`src/rtl/pbg_pkg.sv`:
```
package pbg_pkg;
  localparam int unsigned DEF_CNT_W       = 8;
  localparam int unsigned DEF_SYNC_STAGES = 2;

  typedef struct packed {
    logic rise;
    logic fall;
  } edge_t;
endpackage

```
`src/rtl/pbg_sync.sv`:
```
module pbg_sync #(
  parameter int unsigned W      = 1,
  parameter int unsigned STAGES = 2
) (
  input  logic         clk,
  input  logic         rst_n,
  input  logic [W-1:0] d,
  output logic [W-1:0] q
);
  logic [STAGES-1:0][W-1:0] stg_q;
  logic [STAGES-1:0][W-1:0] stg_d;

  generate
    if (STAGES == 1) begin : g_one
      always_comb stg_d = d;
    end else begin : g_chain
      always_comb stg_d = {stg_q[STAGES-2:0], d};
    end
  endgenerate

  always_ff @(posedge clk or negedge rst_n) begin
    if (!rst_n) stg_q <= '0;
    else        stg_q <= stg_d;
  end

  assign q = stg_q[STAGES-1];
endmodule

```
`src/rtl/pbg_edge.sv`:
```
module pbg_edge (
  input  logic           clk,
  input  logic           rst_n,
  input  logic           sig,
  output pbg_pkg::edge_t ev
);
  logic prev_q;

  always_ff @(posedge clk or negedge rst_n) begin
    if (!rst_n) prev_q <= 1'b0;
    else        prev_q <= sig;
  end

  always_comb begin
    ev.rise = sig & ~prev_q;
    ev.fall = ~sig & prev_q;
  end
endmodule

```
`src/rtl/pbg_gate_ctrl.sv`:
```
module pbg_gate_ctrl (
  input  logic clk,
  input  logic rst_n,
  input  logic pulse_s,
  input  logic gate_s,
  input  logic pulse_fall,
  output logic en_o,
  output logic out_o,
  output logic out_rise_o
);
  logic en_q, en_d;
  logic out_q, out_d;

  always_comb begin
    en_d = en_q;
    if (pulse_fall) en_d = gate_s;
    out_d      = pulse_s & en_q;
    out_rise_o = out_d & ~out_q;
  end

  always_ff @(posedge clk or negedge rst_n) begin
    if (!rst_n) begin
      en_q  <= 1'b0;
      out_q <= 1'b0;
    end else begin
      en_q  <= en_d;
      out_q <= out_d;
    end
  end

  assign en_o  = en_q;
  assign out_o = out_q;
endmodule

```
`src/rtl/pbg_counter.sv`:
```
module pbg_counter #(
  parameter int unsigned CNT_W = 8
) (
  input  logic             clk,
  input  logic             rst_n,
  input  logic             inc,
  input  logic             clr,
  output logic [CNT_W-1:0] count
);
  localparam logic [CNT_W-1:0] CNT_MAX = '1;

  logic [CNT_W-1:0] cnt_q, cnt_d;
  logic             cnt_en;

  always_comb begin
    cnt_en = clr | (inc & (cnt_q != CNT_MAX));
    cnt_d  = clr ? '0 : cnt_q + 1'b1;
  end

  always_ff @(posedge clk or negedge rst_n) begin
    if (!rst_n)      cnt_q <= '0;
    else if (cnt_en) cnt_q <= cnt_d;
  end

  assign count = cnt_q;
endmodule

```
`src/rtl/pulse_burst_gate.sv`:
```
module pulse_burst_gate #(
  parameter int unsigned CNT_W       = pbg_pkg::DEF_CNT_W,
  parameter int unsigned SYNC_STAGES = pbg_pkg::DEF_SYNC_STAGES
) (
  input  logic             clk,
  input  logic             rst_n,
  input  logic             pulse_in,
  input  logic             gate_in,
  output logic             burst_out,
  output logic [CNT_W-1:0] pass_count
);
  logic           rst_n_sync;
  logic           pulse_s, gate_s;
  pbg_pkg::edge_t pulse_ev, gate_ev;
  logic           pulse_fall, pulse_rise, gate_rise;
  logic           gate_en, out_rise;

  pbg_sync #(.W(1), .STAGES(2)) u_rst_sync (
    .clk(clk), .rst_n(rst_n), .d(1'b1), .q(rst_n_sync)
  );

  pbg_sync #(.W(2), .STAGES(SYNC_STAGES)) u_in_sync (
    .clk(clk), .rst_n(rst_n_sync), .d({gate_in, pulse_in}), .q({gate_s, pulse_s})
  );

  pbg_edge u_pulse_edge (.clk(clk), .rst_n(rst_n_sync), .sig(pulse_s), .ev(pulse_ev));
  pbg_edge u_gate_edge  (.clk(clk), .rst_n(rst_n_sync), .sig(gate_s),  .ev(gate_ev));

  assign pulse_fall = pulse_ev.fall;
  assign pulse_rise = pulse_ev.rise;
  assign gate_rise  = gate_ev.rise;

  pbg_gate_ctrl u_ctrl (
    .clk(clk), .rst_n(rst_n_sync), .pulse_s(pulse_s), .gate_s(gate_s),
    .pulse_fall(pulse_fall), .en_o(gate_en), .out_o(burst_out), .out_rise_o(out_rise)
  );

  pbg_counter #(.CNT_W(CNT_W)) u_cnt (
    .clk(clk), .rst_n(rst_n_sync), .inc(out_rise), .clr(gate_rise), .count(pass_count)
  );
endmodule

```
`config.mk`:
```
export PLATFORM = sky130hd
export DESIGN_NAME = pulse_burst_gate
export DESIGN_NICKNAME = d
export VERILOG_FILES = /design/src/rtl/pbg_pkg.sv /design/src/rtl/pbg_sync.sv /design/src/rtl/pbg_edge.sv /design/src/rtl/pbg_gate_ctrl.sv /design/src/rtl/pbg_counter.sv /design/src/rtl/pulse_burst_gate.sv
export SDC_FILE = /design/constraint.sdc
export NUM_CORES = 1
export LEC_CHECK = 0
export BUFFER_PORTS_ARGS = -buffer_cell sky130_fd_sc_hd__clkbuf_2
export CAP_MARGIN = 10
export CELL_PAD_IN_SITES_DETAIL_PLACEMENT = 1
export CELL_PAD_IN_SITES_GLOBAL_PLACEMENT = 2
export CORE_ASPECT_RATIO = 1.75
export CORE_UTILIZATION = 31
export CTS_CLUSTER_SIZE = 25
export DETAILED_ROUTE_END_ITERATION = 7
export GPL_ROUTABILITY_DRIVEN = 0
export PLACE_DENSITY_LB_ADDON = 0.12
export SYNTH_ARGS = -nofsm -noshare
export SYNTH_HDL_FRONTEND = slang
export SYNTH_SLANG_ARGS = --single-unit
export TNS_END_PERCENT = 20
```
`constraint.sdc`:
```
create_clock -name clk -period 0.8 [get_ports clk]
set_clock_uncertainty 0.15 [all_clocks]
set_input_delay 0.04 -clock clk [delete_from_list [all_inputs] [get_ports clk]]
set_output_delay 0.04 -clock clk [all_outputs]
set_load 0.01 [all_outputs]
```
# Word-level counts from Yosys, hierarchy flattened
# Index checks and enable logic that the tools add are counted.
# word_totals
ramBits	0
mem_bits_ro	0
wordCells	21
register_bits	18
memories	0
latch_bits	0
in_bits	4
# op_classes
reduce_logical	0
n_eq_ne	1
multipliers	0
n_mux	1
addsub	1
bitwise_logic	9
div_mod_pow	0
magnitude_cmp	0
n_shift	0
# ops
operator	n
$add 8x1->8 const B	1
$mux 8	1
$ne 8x8->1 const B	1
$and 1x1->1	5
$not 1->1	3
$or 1x1->1	1

# Logic depth before layout (Yosys ltp)
# depth
depth_word	4
ltp_mapped	4
mapped_depth_nobuf	4

# Hierarchy
# Synthesis repeated with hierarchy kept, for this count alone.
# unflattened
hier_cells	64
hier_area_um2	792.0
# modules_own_cells
mod	instances	area_per_inst_um2	cells_per_inst
pbg_counter	1	478.0	46
pbg_sync (u_in_sync)	1	100.1	4
pbg_edge	2	40.0	3
pbg_gate_ctrl	1	80.1	5
pbg_sync (u_rst_sync)	1	50.0	2
pulse_burst_gate	1	3.8	1

# Least setup slack after synthesis
# OpenSTA, ideal clock, no wires.
# synth_timing
path_kind	register to register
startpoint	reg u_cnt.cnt_q[0] (netlist: u_cnt.count[0])
endpoint	reg u_cnt.cnt_q[2] (netlist: u_cnt.count[2])
path_buffers	0
arrival_time_ps	1252
stages_incl_launch_ff	5
path_slack_ps	-689
cell_sequence	dfrtp_1 -> ha_1 -> nand3_1 -> o31a_1 -> a211oi_2
# synth_via
elab_chain_cells	3
word_cells_on_any_way	5
# synth_rtl
item	line_no	source
start: declaration	pbg_counter.sv:12	logic [CNT_W-1:0] cnt_q, cnt_d;
start signal: assignment	pbg_counter.sv:22	else if (cnt_en) cnt_q <= cnt_d;
parallel branches: the longest is 3 deep, another holds $add 8x1->8	n/a	
# Several ways; the timed one is not identified.
# A chain may end at the register's enable or synchronous reset.

# Worst setup path after layout
# layout_timing
startpoint	reg u_cnt.cnt_q[1] (netlist: u_cnt.count[1])
endpoint	reg u_cnt.cnt_q[7] (netlist: u_cnt.count[7])
# The elaborated chain is that of the path after synthesis.

==> metrics.txt <==
status finished, violations left; failing checks hold timing, setup timing; Fin Hold WS -0.0438 ns; FF+latch count, synth 18; Vert. Die Dim 67.3 um; CP startpoint kind register; core area 2300 um^2; area of the multi-input gates 332 um^2; placed insts around 120; Highest Clock Rate ~0.71 GHz; Post-Syn Instances 63; PwrDens 1880 nW/um^2; RSZ-0062 raised after global routing yes; CP peak stage delay ~0.42 ns; WP data required 0.84 ns; final net count 112; vias in the first global route 743; Worst Path Arrival 1.45 ns; Seq/Total Area, Yosys 59.7%; Synth top area share 59.7%; Final min period 1.41 ns; # diodes 0; Worst Hold Class in -> async; TritonCTS clock tree done; Site Rows 23; depth of the worst register-to-register path 5; Final Cycle Share 176%; Post-synth top cells dfrtp_1, nand2_1, a21oi_1; maximum vdd drop 1.58 mV; Crit Reg-Reg Endpoint u_cnt.count[7]; Leak Pwr 0.000567 uW; DP HPWL 1380 um; CP cell instances buf_4 -> buf_6 -> and4_4 -> a41o_1 -> nor2_1; TritonCTS buffer count 3; Critical Path Fanout Max 4; final slew viol count 0; final WL 1940 um; initial antenna violation count 0; Synth Flop Type dfrtp_1; Crit Path Category reg -> reg; IO Port Bufs 12; DRC Markers 0; final cell count without fillers 131; Remaining Overflow, GRT 0; r2r startpoint u_cnt.count[1]; average routed wire per standard cell 14.8 um; pin count of the biggest net entering global routing 17; # setup viols final 20; P&R area growth vs syn 56.9%; Tot GR Track Use approximately a fifth; Post-DRT Antenna Nets 0; Detailed Route Iter0 Violations 11; vias 666; Final WS setup -0.605 ns; hold buffer count at cts 3; Synth async-reset ratio 100%; Die W 39.3 um; I/O pins 13; largest area contributor in the netlist dfrtp_1; die footprint ~2600 um^2; drt pass-1 iters 2; Synth Warn # 0; Fin. Hold Viols 2; FF/Latch Area 453 um^2; worst-case clock buffer depth 2; number of fill cells 254; CTS root buf clkbuf_8; CP max stage cell dfrtp_1; Netlist cell types 29; Post-synth EDFFs 0; syn_nets 68; CTS HTree Levels 1; layout cell share with drive strength beyond 1 49.1%; Via density 5.08; clock slew at reported path FFs 0.07 ns; Max Cap Viol 0; r2r setup slk -0.61 ns; Sinks on Clock Net 18; first-pass GRT wire length around 3200 um; Post-Synthesis Cell Area 754 um^2; most common cell in the netlist dfrtp_1; Area contributors post-synth dfrtp_1, o2111a_1, a21oi_1, mux2i_1, nand2_1; Syn Area/Cell 12.0 um^2; Initial Utilization around 33%; Critical Path End Type register; Clk Latency, worst-skew pair 0.26 ns
==> area by class of cell <==
type                            instances  area share [%]
Tap cell                               25            2.64
Clock buffer                            4            4.65
Inverter                                2           0.634
Multi-Input combinational cell         43            28.0
Timing Repair Buffer                   39            25.8
Sequential cell                        18            38.3
==> power breakdown <==
part           switching [uW]  internal [uW]
Combinational             179            256
Clock                     317            438
Sequential               58.8            975
Total                     556           1670
==> layer usage <==
layer	wire (um)	up-vias	track usage (%)
met5	0	-	0
met4	60	0	12.9
met3	46	5	4.93
met2	1130	11	32.7
met1	693	331	18.3
li1	-	319	-
==> cells by family (layout without fill, tap and decap cells) <==
family / count (synthesis) / count (layout) / share of synthesized area (%)
multiplexers: 3 / 3 / 4.15
flip-flops: 18 / 18 / 59.7
buffers and inverters: 2 / 45 / 0.995
adder cells (fa/ha/maj): 1 / 1 / 1.66
AND/OR/NAND/NOR: 26 / 26 / 20.4
other: 1 / 1 / 0.497
AO/OA/AOI/OAI: 12 / 12 / 12.6
==> metrics by stage <==
stage / instance area [um^2] / total power [uW] / util, % / setup TNS (ns) / worst slack (ns)
after floorplan: 762 / 1180 / - / -4.80 / -0.673
after global placement: 1030 / 1380 / 44.8 / -5.35 / -0.586
after detailed placement: 1030 / 1390 / 44.8 / -5.73 / -0.639
after CTS: 1180 / 2240 / 51.1 / -8.70 / -0.647
after global routing: 1180 / 2350 / 51.4 / -9.39 / -0.668
final: 1180 / 2230 / 51.4 / -8.45 / -0.605
==> how the worst max path moves through the flow <==
stage,startpoint,end,cells past startpoint
finish,u_cnt.count[1],u_cnt.count[7],5
global route,u_cnt.count[1],u_cnt.count[2],4
CTS,u_cnt.count[1],u_cnt.count[2],4
detailed placement,u_cnt.count[0],u_cnt.count[2],4
global placement,u_cnt.count[0],u_cnt.count[2],4
floorplan,u_cnt.count[0],u_cnt.count[2],4
==> registers in the layout, indices dropped and copies added (netlist names) <==
register / count
u_gate_edge.prev_q: 1
u_ctrl.out_o: 1
u_in_sync.stg_d: 2
u_pulse_edge.prev_q: 1
u_in_sync.q: 2
u_rst_sync.stg_d: 1
u_ctrl.en_o: 1
u_rst_sync.q: 1
u_cnt.count: 8
==> cells in the final DEF (no fill, tap or decap), types with 2 or more instances in the layout <==
cell,instances
buf_4,17
dfrtp_1,16
clkbuf_2,12
buf_6,6
nand2_1,4
a21oi_1,4
clkbuf_8,4
dlygate4sd3_1,3
and2_4,2
nand2b_1,2
inv_1,2
mux2i_1,2
o2111a_1,2
and3_1,2
nor3_1,2
dfrtp_2,2
==> critical path, delay by kind of cell (launching register included) <==
family,cells,cell delay (ns)
compound gates,1,0.23
simple gates,2,0.28
flops,1,0.42
buf+inv,2,0.26
==> what timing repair did <==
item / in CTS / in global routing
hold endpoints to repair: 4 / 2
setup buffers: 2 / 0
endpoints found under the setup margin: 20 / 20
pin swaps: 5 / 2
gates resized for setup: 15 / 2
(Power assumes the default switching activity.)
